`src/rtl/async_tx_pkg.sv`:
```
package async_tx_pkg;

    typedef enum logic [2:0] {
        ST_IDLE   = 3'd0,
        ST_START  = 3'd1,
        ST_DATA   = 3'd2,
        ST_PARITY = 3'd3,
        ST_STOP   = 3'd4
    } tx_state_t;

    typedef struct packed {
        logic [1:0] len;       // data bits minus five
        logic       par_on;
        logic       par_even;
        logic       stop_long;
    } line_cfg_t;

    localparam int SUBTICKS = 16;

    // last sub-tick index of the stop period: 15, 23 or 31
    function automatic logic [4:0] stop_last(input line_cfg_t c);
        if (!c.stop_long)        return 5'd15;
        else if (c.len == 2'd0)  return 5'd23;
        else                     return 5'd31;
    endfunction

    // mask of the data bits that are transmitted
    function automatic logic [7:0] data_mask(input logic [1:0] len);
        return 8'hFF >> (2'd3 - len);
    endfunction

endpackage

```
`src/rtl/async_tx_queue.sv`:
```
module async_tx_queue #(
    parameter int DATA_W = 8,
    parameter int DEPTH  = 16
) (
    input  logic              clk,
    input  logic              rst_n,
    input  logic              fifo_mode,
    input  logic              clear,
    input  logic              wr_en,
    input  logic [DATA_W-1:0] wr_data,
    input  logic              rd_en,
    output logic [DATA_W-1:0] rd_data,
    output logic              empty,
    output logic              full
);

    localparam int AW = (DEPTH > 1) ? $clog2(DEPTH) : 1;
    localparam int CW = $clog2(DEPTH + 1);

    logic [DATA_W-1:0] mem [DEPTH];
    logic [AW-1:0]     wr_ptr, rd_ptr;
    logic [CW-1:0]     count, cap;
    logic              mode_q, flush, do_wr, do_rd;

    assign cap   = fifo_mode ? CW'(DEPTH) : CW'(1);
    assign flush = clear || (fifo_mode != mode_q);
    assign empty = (count == '0);
    assign full  = (count >= cap);
    assign do_wr = wr_en && !full && !flush;
    assign do_rd = rd_en && !empty && !flush;
    assign rd_data = mem[rd_ptr];

    function automatic logic [AW-1:0] nxt(input logic [AW-1:0] p);
        return (p == AW'(DEPTH - 1)) ? '0 : p + AW'(1);
    endfunction

    always_ff @(posedge clk) begin
        if (do_wr) mem[wr_ptr] <= wr_data;
    end

    always_ff @(posedge clk) begin
        if (!rst_n) begin
            wr_ptr <= '0;
            rd_ptr <= '0;
            count  <= '0;
            mode_q <= 1'b0;
        end else begin
            mode_q <= fifo_mode;
            if (flush) begin
                wr_ptr <= '0;
                rd_ptr <= '0;
                count  <= '0;
            end else begin
                if (do_wr) wr_ptr <= nxt(wr_ptr);
                if (do_rd) rd_ptr <= nxt(rd_ptr);
                if (do_wr && !do_rd)      count <= count + CW'(1);
                else if (do_rd && !do_wr) count <= count - CW'(1);
            end
        end
    end


    no_overflow_chk: assert property (@(posedge clk) disable iff (!rst_n)
        count <= CW'(DEPTH));


    full_write_ignored_chk: assert property (@(posedge clk) disable iff (!rst_n)
        (wr_en && full && !rd_en && !flush) |=> (count == $past(count)));


    mode_flush_chk: assert property (@(posedge clk) disable iff (!rst_n)
        (fifo_mode != mode_q) |=> empty);

endmodule

```
`src/rtl/async_tx_framer.sv`:
```
module async_tx_framer
    import async_tx_pkg::*;
(
    input  logic      clk,
    input  logic      rst_n,
    input  logic      tick,
    input  logic      q_empty,
    input  logic [7:0] q_data,
    input  line_cfg_t cfg,
    input  logic      brk,
    output logic      pop,
    output logic      txd,
    output logic      busy
);

    tx_state_t  state, state_n;
    logic [4:0] sub_cnt;
    logic [2:0] bit_idx;
    logic [7:0] shreg;
    logic       par_q, par_calc;
    logic [4:0] stop_end;
    logic       bit_done, stop_done, unit_done;

    always_comb begin
        stop_end  = stop_last(cfg);
        bit_done  = tick && (sub_cnt == 5'(SUBTICKS - 1));
        stop_done = tick && (sub_cnt == stop_end);
        unit_done = (state == ST_STOP) ? stop_done : bit_done;
        par_calc  = (^(q_data & data_mask(cfg.len))) ^ ~cfg.par_even;
        pop       = (state == ST_IDLE) && !q_empty;
    end

    // next-state logic
    always_comb begin
        state_n = state;
        unique case (state)
            ST_IDLE:   if (!q_empty) state_n = ST_START;
            ST_START:  if (bit_done) state_n = ST_DATA;
            ST_DATA:   if (bit_done && bit_idx == (3'd4 + {1'b0, cfg.len}))
                           state_n = cfg.par_on ? ST_PARITY : ST_STOP;
            ST_PARITY: if (bit_done) state_n = ST_STOP;
            ST_STOP:   if (stop_done) state_n = ST_IDLE;
            default:   state_n = ST_IDLE;
        endcase
    end

    // state register and datapath
    always_ff @(posedge clk) begin
        if (!rst_n) begin
            state   <= ST_IDLE;
            sub_cnt <= '0;
            bit_idx <= '0;
            shreg   <= '0;
            par_q   <= 1'b0;
        end else begin
            state <= state_n;
            if (pop) begin
                shreg   <= q_data;
                par_q   <= par_calc;
                sub_cnt <= '0;
                bit_idx <= '0;
            end else if (tick && state != ST_IDLE) begin
                sub_cnt <= unit_done ? 5'd0 : sub_cnt + 5'd1;
                if (state == ST_DATA && bit_done) begin
                    shreg   <= shreg >> 1;
                    bit_idx <= bit_idx + 3'd1;
                end
            end
        end
    end

    // outputs
    always_comb begin
        busy = (state != ST_IDLE);
        unique case (state)
            ST_IDLE:   txd = 1'b1;
            ST_START:  txd = 1'b0;
            ST_DATA:   txd = shreg[0];
            ST_PARITY: txd = par_q;
            ST_STOP:   txd = 1'b1;
            default:   txd = 1'b1;
        endcase
        if (brk) txd = 1'b0;
    end


    load_start_chk: assert property (@(posedge clk) disable iff (!rst_n)
        pop |=> (state == ST_START && sub_cnt == 5'd0));


    stop_len_chk: assert property (@(posedge clk) disable iff (!rst_n)
        (state == ST_STOP) |-> (sub_cnt <= stop_end));


    bit_len_chk: assert property (@(posedge clk) disable iff (!rst_n)
        (state != ST_STOP && state != ST_IDLE) |-> (sub_cnt < 5'(SUBTICKS)));

endmodule

```
`src/rtl/async_tx.sv`:
```
module async_tx
    import async_tx_pkg::*;
#(
    parameter int DEPTH = 16
) (
    input  logic       clk,
    input  logic       rst_n,
    input  logic       baud_tick,
    input  logic       wr_en,
    input  logic [7:0] wr_data,
    input  logic       fifo_mode,
    input  logic       fifo_clear,
    input  logic [1:0] char_len,
    input  logic       parity_en,
    input  logic       parity_even,
    input  logic       stop_long,
    input  logic       break_ctl,
    output logic       txd,
    output logic       tx_ready,
    output logic       hold_empty,
    output logic       shift_empty
);

    line_cfg_t  cfg;
    logic       q_empty, q_full, pop, busy;
    logic [7:0] q_data;

    assign cfg = '{len: char_len, par_on: parity_en,
                   par_even: parity_even, stop_long: stop_long};

    async_tx_queue #(.DATA_W(8), .DEPTH(DEPTH)) u_queue (
        .clk       (clk),
        .rst_n     (rst_n),
        .fifo_mode (fifo_mode),
        .clear     (fifo_clear),
        .wr_en     (wr_en),
        .wr_data   (wr_data),
        .rd_en     (pop),
        .rd_data   (q_data),
        .empty     (q_empty),
        .full      (q_full)
    );

    async_tx_framer u_framer (
        .clk     (clk),
        .rst_n   (rst_n),
        .tick    (baud_tick),
        .q_empty (q_empty),
        .q_data  (q_data),
        .cfg     (cfg),
        .brk     (break_ctl),
        .pop     (pop),
        .txd     (txd),
        .busy    (busy)
    );

    assign tx_ready    = !q_full;
    assign hold_empty  = q_empty;
    assign shift_empty = q_empty && !busy;


    clear_empties_chk: assert property (@(posedge clk) disable iff (!rst_n)
        fifo_clear |=> hold_empty);


    single_hold_chk: assert property (@(posedge clk) disable iff (!rst_n)
        (!fifo_mode && !hold_empty) |-> !tx_ready);


    busy_not_empty_chk: assert property (@(posedge clk) disable iff (!rst_n)
        (!txd && !break_ctl) |-> !shift_empty);

endmodule

```
`config.mk`:
```
export PLATFORM = sky130hd
export DESIGN_NAME = async_tx
export DESIGN_NICKNAME = d
export VERILOG_FILES = /design/src/rtl/async_tx_pkg.sv /design/src/rtl/async_tx_queue.sv /design/src/rtl/async_tx_framer.sv /design/src/rtl/async_tx.sv
export SDC_FILE = /design/constraint.sdc
export NUM_CORES = 1
export LEC_CHECK = 0
export CORE_AREA = 10 10 130 120
export DETAILED_ROUTE_END_ITERATION = 10
export DIE_AREA = 0 0 140 130
export PLACE_DENSITY = 0.72
export SYNTH_ARGS = -nofsm -noshare
export SYNTH_HDL_FRONTEND = slang
export SYNTH_SLANG_ARGS = --single-unit
```
`constraint.sdc`:
```
create_clock -name clk -period 4.57 [get_ports clk]
set_input_delay 0.6855 -clock clk [delete_from_list [all_inputs] [get_ports clk]]
set_output_delay 0.6855 -clock clk [all_outputs]
set_load 0.03 [all_outputs]
```
==> impl_metrics.py <==
metrics = {
    "outcome": {
        "status": "finished, final reports clean",
    },
    "timing": {
        "hold_viol_final": 0,
        "fmax_mhz": 269,
        "fin_tns_setup_ns": 0,
        "setup_viol": 0,
        "slew_headroom": 0.397,
        "slew_violations": 0,
        "setup_ws_ns": 0.857,
        "fin_crit_ns": 3.71,
        "post-route-period-util": 0.813,
        "worstMarginPinSlew_ns": 0.893,
        "rsz0062_at_grt": "no",
        "finalClockSkew_ns": 0.00822,
    },
    "critical_path": {
        "crit_path_end_kind": "register",
        "regToRegSetupSlack_ns": 0.99,
        "path_class": "in -> reg",
        "slowest_delay_ns": 0.51,
        "rr_worst_depth": 12,
        "crit_buf_inv": 3,
        "arrival_ns": 4.05,
        "cp_max_fo": 4,
        "slowest_stage": "clkdlybuf4s50_1",
        "worstReg2RegStart": "u_framer.state[0]",
        "r2r-end": "u_queue.count[4]",
        "cp_top_family": "simple AND/OR/NAND/NOR gates",
        "critPathRequiredTime_ns": 4.90,
        "cp_cell_sequence": "clkdlybuf4s50_1, inv_1, ha_1, or3b_1, a21oi_2, nand2_2, nor3_4, ha_1, inv_1, fa_1, a21o_1, a21oi_1, xnor2_1, or3_1, a21oi_1",
        "start_kind": "input port",
    },
    "routing": {
        "drt_pass1_iterations": 5,
        "drt-initial-drc-count": 395,
        "drtAntennaViolNets": 0,
        "via_per_inst": 5.92,
        "wl_per_cell_um": 20.7,
        "routed_wirelength_um": 13800,
        "drc_errors": 0,
        "vias": 3940,
    },
    "yosys": {
        "synth_edf_count": 128,
        "synth.avg_cell_area_um2": 15.2,
        "synth_top_area_cell": "edfxtp_1",
        "netlist_top_cells_count": "128 x edfxtp_1, 45 x nor2_1, 38 x dfxtp_1",
        "synth-seq-area-share": 0.665,
        "syn_area_um2": 6930,
        "synth_seq_cells": 166,
        "synthArstFlopShare": 0,
        "synth.top_cell.area_share": 0.555,
        "syn_nets": 490,
        "yosysWarningCount": 0,
        "yosys-top-cells-area": "edfxtp_1 56%, dfxtp_1 11%, mux4_2 11%",
        "synth_most_common_cell": "edfxtp_1",
        "synthCells": 455,
        "synth_flop_cell": "edfxtp_1",
        "ys_types": 50,
    },
    "global_route": {
        "grt_pass1_vias": 4035,
        "grt_util_met2": 0.247,
        "grt_use_total": 0.159,
        "antenna_found_initial": 0,
        "grt-ovfl-total": 0,
        "grt_pass1_wl_um": 22100,
        "grt-busiest-layer": "met2",
        "use_met1": 0.209,
        "grt_max_degree": 22,
        "met3_usage": 0.0472,
    },
    "cells_and_area": {
        "final_cell_area_um2": 7900,
        "drive_gt1_frac": 0.159,
        "syn_to_final_growth_pct": 14.0,
        "fill_cells": 965,
        "utilization": 0.607,
        "multiInputGateArea_um2": 2190,
        "regArea_um2": 4610,
        "nNetsFinal": 521,
        "num_antenna_cells": 0,
    },
    "place": {
        "port_buffers": 23,
        "place_hpwl_um": 9000,
        "gp_congestion": 0.814,
        "preCtsSetupSlack_ns": 0.452,
        "placed_area_um2": 7360,
    },
    "pwr": {
        "p_leak_nw": 2.66,
        "power.density_nw_per_um2": 390,
        "ir_drop_mv": 0.434,
    },
    "min_path": {
        "hp-class": "reg -> reg",
        "min_to": "u_framer.shreg[1]",
        "holdPathStages": 2,
        "hp-start": "u_framer.shreg[1]",
    },
    "floorplanning": {
        "floorplan.initialDensity": 0.532,
        "die-area_um2": 18200,
        "die_w_um": 140,
        "chipHeight_um": 130,
        "pin_count": 24,
        "num_rows": 40,
        "core-area_um2": 13000,
    },
    "clocking": {
        "cts_buffers": 17,
        "clock-root-buffer": "clkbuf_16",
        "htreeDepth": 4,
        "cts_hold_repair.buffers": 0,
        "worstSkewPairLatency_ns": 0.42,
        "cts_setup_buffers": 0,
        "cts_tree": "done",
        "clk_pin_slew_ns": 0.06,
        "cts_resized": 0,
        "clkSinkCount": 166,
        "clk_path_buf_depth": 2,
    },
    "run": {
        "drv_cap": 0,
    },
}
-- power by group --
group | total [mW] | internal (mW) | switching, mW
combinational | 0.134 | 0.0562 | 0.0782
sequential | 1.64 | 1.63 | 0.00827
clock | 1.30 | 0.744 | 0.558
total | 3.08 | 2.43 | 0.645
-- stage by stage --
stage / hold slack (ns) / std cells / power [mW]
finish: 0.482 / 665 / 3.08
global route: 0.515 / 665 / 3.18
CTS: 0.477 / 665 / 3.10
detailed placement: 0.469 / 635 / 1.81
global placement: 0.460 / 635 / 1.80
floorplan: 0.446 / 455 / 1.75
-- cells by family (layout without fill, tap and decap cells) --
logic type	Yosys count	after routing	synth area share
AND/OR/NAND/NOR	120	120	0.0840
buffers and inverters	33	75	0.0190
multiplexers	42	42	0.120
XOR/XNOR	20	20	0.0253
flip-flops	166	166	0.665
adder cells (fa/ha/maj)	15	15	0.0282
AO/OA/AOI/OAI	59	59	0.0584
-- state kept, by name, summed over array words and instances, names as in the netlist, named ones only --
register / count
u_queue.mem: 128
u_framer.shreg: 8
u_framer.sub_cnt: 5
u_queue.count: 5
u_queue.rd_ptr: 4
u_queue.wr_ptr: 4
u_framer.bit_idx: 3
u_framer.state: 3
u_framer.par_q: 1
u_queue.mode_q: 1
-- cells in the final DEF, fill, tap and decap left out, drive strengths merged, types with 2 or more instances in the layout --
cell type / n
a21oi: 16
buf: 12
nand4: 2
o21ai: 10
xnor2: 10
nand2b: 3
clkbuf: 19
clkinv: 4
inv: 13
or3: 8
dfxtp: 38
o211a: 5
a22oi: 10
nor2b: 3
a21o: 2
and3: 2
nor2: 45
edfxtp: 128
nand2: 29
a22o: 3
clkdlybuf4s50: 23
xor2: 10
clkinvlp: 3
mux4: 33
and2: 6
ha: 14
a31oi: 2
a311oi: 3
nand3: 3
mux2i: 9
nor3: 11
-- final cells by class --
| type | instances | area share |
|---|---|---|
| Timing Repair Buffer | 35 | 0.0406 |
| Inverter | 10 | 0.00475 |
| Multi-Input combinational cell | 256 | 0.277 |
| Clock buffer | 19 | 0.0548 |
| Sequential cell | 166 | 0.583 |
| Tap cell | 168 | 0.0266 |
| Clock inverter | 11 | 0.0128 |
-- worst max-delay path by stage --
stage,slack [ns],depth (start not counted),from,endpoint
global placement,0.58,15,fifo_mode,u_queue.count[4]
floorplan,0.78,14,fifo_mode,u_queue.count[4]
finish,0.86,15,fifo_mode,u_queue.count[4]
global route,0.63,15,fifo_mode,u_queue.count[4]
CTS,0.88,15,fifo_mode,u_queue.count[4]
detailed placement,0.45,15,fifo_mode,u_queue.count[4]
-- tightest hold or removal path, cell delays in order (launching register included) --
cell	delay, ns
dfxtp_1	0.30
inv_1	0.06
a311oi_1	0.07
-- routing by layer --
metal  vias up  part of all wire  wire [µm]
met5         -                 0          0
met4         0             0.016        219
met3        16             0.070        968
met2       134              0.48       6530
met1      1987              0.44       6030
li1       1803                 -          -
Power figures use the tool's default switching activity.
